## config.mk

```make
export PLATFORM = sky130hd
export DESIGN_NAME = post_wbuf
export DESIGN_NICKNAME = d
export VERILOG_FILES = /design/src/rtl/wbuf_pkg.sv /design/src/rtl/wbuf_slot.sv /design/src/rtl/wbuf_resp.sv /design/src/rtl/wbuf_ctrl.sv /design/src/rtl/post_wbuf.sv
export SDC_FILE = /design/constraint.sdc
export NUM_CORES = 1
export LEC_CHECK = 0
export CORE_MARGIN = 3
export CORE_UTILIZATION = 40
export DETAILED_ROUTE_END_ITERATION = 7
export PLACE_DENSITY = 0.89
export SETUP_SLACK_MARGIN = 0.5
export SKIP_LAST_GASP = 1
export SLEW_MARGIN = 40
export SYNTH_ARGS = -nofsm -noshare
export SYNTH_HDL_FRONTEND = slang
export SYNTH_SLANG_ARGS = --single-unit
```

## constraint.sdc

```tcl
create_clock -name clk -period 1.5 [get_ports clk]
set_input_delay 0.3 -clock clk [delete_from_list [all_inputs] [get_ports clk]]
set_output_delay 0.3 -clock clk [all_outputs]
set_load 0.02 [all_outputs]
```

## src/rtl/wbuf_pkg.sv

```systemverilog
package wbuf_pkg;
    typedef enum logic [1:0] {
        ST_IDLE  = 2'd0,
        ST_POST  = 2'd1,
        ST_DRAIN = 2'd2,
        ST_READ  = 2'd3
    } wb_state_e;

    typedef struct packed {
        wb_state_e state;
        logic      rvalid;
    } wb_ctrl_t;
endpackage

```

## src/rtl/wbuf_slot.sv

```systemverilog
module wbuf_slot #(
    parameter int ADDR_W = 8,
    parameter int DATA_W = 32
) (
    input  logic              clk,
    input  logic              rst_n,
    input  logic              load,
    input  logic [ADDR_W-1:0] addr_in,
    input  logic [DATA_W-1:0] data_in,
    output logic [ADDR_W-1:0] addr_out,
    output logic [DATA_W-1:0] data_out
);
    typedef struct packed {
        logic [ADDR_W-1:0] addr;
        logic [DATA_W-1:0] data;
    } slot_t;

    slot_t slot_d, slot_q;

    always_comb begin
        slot_d = slot_q;
        if (load) begin
            slot_d.addr = addr_in;
            slot_d.data = data_in;
        end
    end

    always_ff @(posedge clk) begin
        if (!rst_n) slot_q <= '0;
        else        slot_q <= slot_d;
    end

    assign addr_out = slot_q.addr;
    assign data_out = slot_q.data;
endmodule

```

## src/rtl/wbuf_resp.sv

```systemverilog
module wbuf_resp #(
    parameter int DATA_W = 32
) (
    input  logic              clk,
    input  logic              rst_n,
    input  logic              load,
    input  logic [DATA_W-1:0] rdata_in,
    output logic [DATA_W-1:0] rdata_out
);
    logic [DATA_W-1:0] rdata_d, rdata_q;

    always_comb begin
        rdata_d = load ? rdata_in : rdata_q;
    end

    always_ff @(posedge clk) begin
        if (!rst_n) rdata_q <= '0;
        else        rdata_q <= rdata_d;
    end

    assign rdata_out = rdata_q;
endmodule

```

## src/rtl/wbuf_ctrl.sv

```systemverilog
module wbuf_ctrl
    import wbuf_pkg::*;
#(
    parameter bit POST_EXTRA = 1'b0
) (
    input  logic clk,
    input  logic rst_n,
    input  logic up_valid,
    input  logic up_write,
    input  logic dn_ack,
    output logic up_ready,
    output logic slot_load,
    output logic rsp_load,
    output logic up_rvalid,
    output logic dn_req,
    output logic dn_write,
    output logic busy
);
    wb_ctrl_t ctl_d, ctl_q;

    always_comb begin
        ctl_d        = ctl_q;
        ctl_d.rvalid = 1'b0;
        up_ready     = 1'b0;
        slot_load    = 1'b0;
        rsp_load     = 1'b0;
        unique case (ctl_q.state)
            ST_IDLE: begin
                up_ready = !(up_valid && up_write && POST_EXTRA);
                if (up_valid) begin
                    slot_load = 1'b1;
                    if (!up_write)        ctl_d.state = ST_READ;
                    else if (POST_EXTRA)  ctl_d.state = ST_POST;
                    else                  ctl_d.state = ST_DRAIN;
                end
            end
            ST_POST: begin
                up_ready    = 1'b1;
                ctl_d.state = ST_DRAIN;
            end
            ST_DRAIN: begin
                if (dn_ack) ctl_d.state = ST_IDLE;
            end
            ST_READ: begin
                if (dn_ack) begin
                    rsp_load     = 1'b1;
                    ctl_d.rvalid = 1'b1;
                    ctl_d.state  = ST_IDLE;
                end
            end
            default: ctl_d.state = ST_IDLE;
        endcase
    end

    always_ff @(posedge clk) begin
        if (!rst_n) ctl_q <= '{state: ST_IDLE, rvalid: 1'b0};
        else        ctl_q <= ctl_d;
    end

    assign dn_req    = (ctl_q.state == ST_DRAIN) || (ctl_q.state == ST_READ);
    assign dn_write  = (ctl_q.state == ST_DRAIN);
    assign busy      = (ctl_q.state == ST_DRAIN) || (ctl_q.state == ST_POST);
    assign up_rvalid = ctl_q.rvalid;

    // a granted write leaves the buffer occupied
    a_r5_grant_sets_busy: assert property (@(posedge clk) disable iff (!rst_n)
        (up_valid && up_write && up_ready) |=> busy);

    // the slot frees only through a lower-level acknowledge
    a_r8_busy_ends_on_ack: assert property (@(posedge clk) disable iff (!rst_n)
        $fell(busy) |-> $past(dn_ack));

    // no read reaches the lower level while a write is pending
    a_r6_read_blocked: assert property (@(posedge clk) disable iff (!rst_n)
        (dn_req && !dn_write) |-> !busy);

    // read data only follows a read acknowledge
    a_r7_rsp_after_ack: assert property (@(posedge clk) disable iff (!rst_n)
        up_rvalid |-> $past(dn_req && !dn_write && dn_ack));
endmodule

```

## src/rtl/post_wbuf.sv

```systemverilog
module post_wbuf #(
    parameter int ADDR_W     = 8,
    parameter int DATA_W     = 32,
    parameter bit POST_EXTRA = 1'b0
) (
    input  logic              clk,
    input  logic              rst_n,
    input  logic              up_valid,
    input  logic              up_write,
    input  logic [ADDR_W-1:0] up_addr,
    input  logic [DATA_W-1:0] up_wdata,
    output logic              up_ready,
    output logic              up_rvalid,
    output logic [DATA_W-1:0] up_rdata,
    output logic              dn_req,
    output logic              dn_write,
    output logic [ADDR_W-1:0] dn_addr,
    output logic [DATA_W-1:0] dn_wdata,
    input  logic              dn_ack,
    input  logic [DATA_W-1:0] dn_rdata,
    output logic              busy
);
    logic slot_load;
    logic rsp_load;

    wbuf_ctrl #(.POST_EXTRA(POST_EXTRA)) i_ctrl (
        .clk       (clk),
        .rst_n     (rst_n),
        .up_valid  (up_valid),
        .up_write  (up_write),
        .dn_ack    (dn_ack),
        .up_ready  (up_ready),
        .slot_load (slot_load),
        .rsp_load  (rsp_load),
        .up_rvalid (up_rvalid),
        .dn_req    (dn_req),
        .dn_write  (dn_write),
        .busy      (busy)
    );

    wbuf_slot #(.ADDR_W(ADDR_W), .DATA_W(DATA_W)) i_slot (
        .clk      (clk),
        .rst_n    (rst_n),
        .load     (slot_load),
        .addr_in  (up_addr),
        .data_in  (up_wdata),
        .addr_out (dn_addr),
        .data_out (dn_wdata)
    );

    wbuf_resp #(.DATA_W(DATA_W)) i_resp (
        .clk       (clk),
        .rst_n     (rst_n),
        .load      (rsp_load),
        .rdata_in  (dn_rdata),
        .rdata_out (up_rdata)
    );

    // an unacknowledged downstream request holds its contents
    a_r4_req_hold: assert property (@(posedge clk) disable iff (!rst_n)
        (dn_req && !dn_ack) |=> (dn_req && $stable(dn_write)
                                 && $stable(dn_addr) && $stable(dn_wdata)));
endmodule

```

==> qor.log <==
qor: worst_setup_path.number_of_cells_on_the_critical_path 4
qor: layout.antennaDiodeCount 0
qor: logic_synthesis.synth.yosys.seq_area_share 48.98%
qor: layout.num-fill-cells 334
qor: grt.global_route.usage.total 23.72%
qor: clock_network.insertion_delay 0.34 ns
qor: layout.final_net_count 616
qor: grt.grt_remaining_overflow 0
qor: clock_network.clock_pin_transition_on_the_worst_setup_and_hold_timing_paths 0.08 ns
qor: worst_setup_path.register_to_register_setup_slack -0.09 ns
qor: clock_network.clock-root-buffer sky130_fd_sc_hd__clkbuf_8
qor: logic_synthesis.synthesized_netlist_cell_count 335
qor: clock_network.cts_max_level 3
qor: sta.period_minus_slack 1.613 ns
qor: layout.area.growth.synth_to_final 102.7%
qor: drt.route.detailed.vias_per_inst 4.897
qor: worst_setup_path.crit_path_top_delay_cell sky130_fd_sc_hd__dfxtp_4
qor: worst_setup_path.crit_path_max_fanout 4
qor: logic_synthesis.share_of_synthesized_area_spent_on_multiplexers 0%
qor: logic_synthesis.combinational_family_with_the_most_area_after_synthesis compound AO/OA/AOI/OAI gates
qor: logic_synthesis.syn-num-nets 416
qor: clock_network.cts_num_sinks 75
qor: pwr.vdd.ir_drop.worst 0.6790 mV
qor: drt.finalWirelength 11150 microns
qor: pwr.powerDensity 974.8 mW/mm^2
qor: sta.grt_setup_unrepaired yes
qor: worst_setup_path.critical_path.cell_chain inv_4 -> ha_4 -> or2_4 -> buf_6
qor: pwr.total_power_draw 6.057 mW
qor: clock_network.cts_hold_buffers 0
qor: min_path.hold_class primary input to flop
qor: grt.grt_pass1_vias 3221
qor: sta.timing.max_slew.rel_slack 82.03%
qor: drt.postRouteAntennaNets 0
qor: logic_synthesis.synthDominantCellAreaShare 48.98%
qor: logic_synthesis.post_synth_xor_area_fraction 0%
qor: logic_synthesis.post_synth_fa_ha_maj_area_fraction 1.633%
qor: die.die_w 93.54 microns
qor: die.initial_core_util 41.82%
qor: worst_setup_path.regToRegEndpoint i_slot.data_out[16]
qor: grt.initial_antenna_violation_count 0
qor: clock_network.cts_buffers 9
qor: clock_network.cts_max_path_buffers 2
qor: worst_setup_path.crit_arrival 1.31 ns
qor: logic_synthesis.synthDistinctLibCells 19
qor: drt.drtPass1Iterations 4
qor: sta.worst_clock_skew 0.005253 ns
qor: worst_setup_path.worstSetupEndpoint up_ready
qor: worst_setup_path.cpLargestDelayFamily flip-flops
qor: worst_setup_path.critical_path_class flop to primary output
qor: run_status.status finished with violations
qor: sta.timing.setup.tns -0.7614 ns
qor: place.io_buffer_count 153
qor: sta.timing.final.max_slew_violations 0
qor: logic_synthesis.fraction_of_the_mapped_netlist_area_in_compound_gates 24.04%
qor: worst_setup_path.r2r-start i_ctrl.ctl_q[2]
qor: place.gp_congestion 0.6926
qor: pwr.total_leakage_power 2.577 nW
qor: worst_setup_path.critPathRequiredTime 1.20 ns
qor: sta.finalCritPeriodShare 107.6%
qor: layout.multi_input_area 0.001792 sq mm
qor: grt.grt_start_max_net_pins 77
qor: grt.grt_first_pass_wirelength 16010 microns
qor: logic_synthesis.yosys_warnings 0
qor: layout.highest_count_cells_in_the_layout_ignoring_fill_and_taps 94 x sky130_fd_sc_hd__nand2_1, 85 x sky130_fd_sc_hd__buf_6, 75 x sky130_fd_sc_hd__clkdlybuf4s50_1
qor: layout.final_common_cell sky130_fd_sc_hd__nand2_1
qor: logic_synthesis.synth_top_cell_by_area sky130_fd_sc_hd__dfxtp_1
qor: worst_setup_path.crit_start i_ctrl.ctl_q[2]
qor: logic_synthesis.synth_area_per_cell 9.151 sq um
qor: sta.finalHoldViolCount 0
qor: logic_synthesis.synth-seq-cells 75
qor: logic_synthesis.synthSimpleGateAreaFrac 19.43%
qor: die.core_area 0.007331 sq mm
qor: sta.tightest_slew 0.2695 ns
qor: logic_synthesis.synth_top_cells_by_area sky130_fd_sc_hd__dfxtp_1 49%, sky130_fd_sc_hd__nand2_1 18%, sky130_fd_sc_hd__a21boi_2 15%
qor: sta.timing.final.setup_violations 32
qor: layout.layout.core_utilization 84.76%
qor: drt.drc_errors 0
qor: place.dp_worst_setup_slack -0.1579 ns
qor: job.cap_violations 0
qor: drt.detail_route.wl_per_cell 17.46 microns
qor: drt.first_iter_violations 71
qor: worst_setup_path.rr_worst_depth 9
qor: clock_network.tritoncts_clock_tree built
qor: place.place_hpwl 5931 microns
qor: layout.layout-drive-gt1-share 65.37%
qor: logic_synthesis.post_synthesis_instance_area 0.003065 sq mm
qor: worst_setup_path.setup_crit_start_kind flop
qor: run_status.violations negative setup slack
qor: worst_setup_path.cp.buffers_inverters 2
qor: die.std_cell_rows 31
qor: worst_setup_path.delay_of_the_slowest_cell_on_the_worst_path 0.39 ns
qor: sta.setup_slack -0.1133 ns
qor: worst_setup_path.critPathCaptureType primary output
qor: sta.clock.fmax 0.6199 GHz
qor: die.die_height 93.54 microns
qor: die.die-area 0.008750 sq mm
qor: drt.num_vias 3129
qor: die.count_of_boundary_i_o_pins 154
qor: layout.seq_area 0.001600 sq mm
==> synth_stat cells, drive strengths merged <==
master,n
nand3b,1
o22ai,1
and3,1
a21boi,72
and2,2
nand2,147
clkbuf,7
a21oi,1
o221a,1
buf,17
dfxtp,75
or2,2
o21ba,1
ha,4
inv,3
==> power breakdown <==
part           internal [mW]  switching, mW
Sequential              2.14          0.102
Combinational           1.19          0.899
Clock                  0.940          0.777
Total                   4.28           1.78
==> flip-flops by register name, summed over array words and instances, names as in the netlist <==
signal / count
i_ctrl.ctl_q: 2
i_resp.rdata_out: 32
i_slot.data_out: 32
i_slot.addr_out: 8
i_ctrl.up_rvalid: 1
==> per-layer routing <==
layer / share of wire [%] / vias up / GRT usage (%)
met2: 53 / 125 / 44.37
met5: 0 / - / 0
met3: 7.9 / 17 / 9.332
met4: 1.6 / 0 / 6.619
met1: 37 / 1501 / 24.29
li1: - / 1486 / -
==> worst min path at each step <==
stage / cells after the start / start / endpoint
detailed placement: 2 / i_slot.data_out[29] / i_slot.data_out[29]
floorplan: 2 / up_addr[0] / i_slot.addr_out[0]
finish: 3 / rst_n / i_slot.data_out[18]
CTS: 3 / rst_n / i_slot.data_out[10]
global route: 3 / rst_n / i_slot.data_out[10]
global placement: 2 / i_slot.data_out[16] / i_slot.data_out[16]
==> worst register-to-register path, cell delays in order, from the launching register on <==
cell                       delay, ns
sky130_fd_sc_hd__dfxtp_4        0.38
sky130_fd_sc_hd__inv_4          0.08
sky130_fd_sc_hd__ha_4           0.13
sky130_fd_sc_hd__buf_6          0.08
sky130_fd_sc_hd__buf_6          0.11
sky130_fd_sc_hd__and2_4         0.24
sky130_fd_sc_hd__buf_6          0.13
sky130_fd_sc_hd__buf_12         0.13
sky130_fd_sc_hd__nand2_2        0.05
sky130_fd_sc_hd__a21boi_1       0.17
==> final cells by class <==
type,instances,area share (%)
flip-flops and latches,75,25.76
multi-input cells,233,28.84
clock inverters,6,1.450
repair buffers,213,39.65
clock buffers,10,2.054
inverters,3,0.2618
well taps,99,1.994
==> through the flow <==
step	instances	cell area, sq um	hold WS [ns]
3_3_place_gp	575	4802	0.4407
2_1_floorplan	335	3162	0.4267
6_report	639	6213	0.4548
4_1_cts	619	5923	0.4412
3_5_place_dp	575	4802	0.4481
5_1_grt	639	6213	0.4609
==> logic make-up (layout without fill, tap and decap cells) <==
group                    Yosys count  in the layout
AO/OA/AOI/OAI                     76             76
buffers and inverters             27            232
AND/OR/NAND/NOR                  153            153
adder cells (fa/ha/maj)            4              4
flip-flops                        75             75
==> timing repair <==
item / CTS / global route
cloned: 11 / 1
setup endpoints to repair: 152 / 152
pin swaps: 27 / 19
setup buffers: 17 / 19
gates resized for setup: 613 / 32
Power figures use the tool's default switching activity.
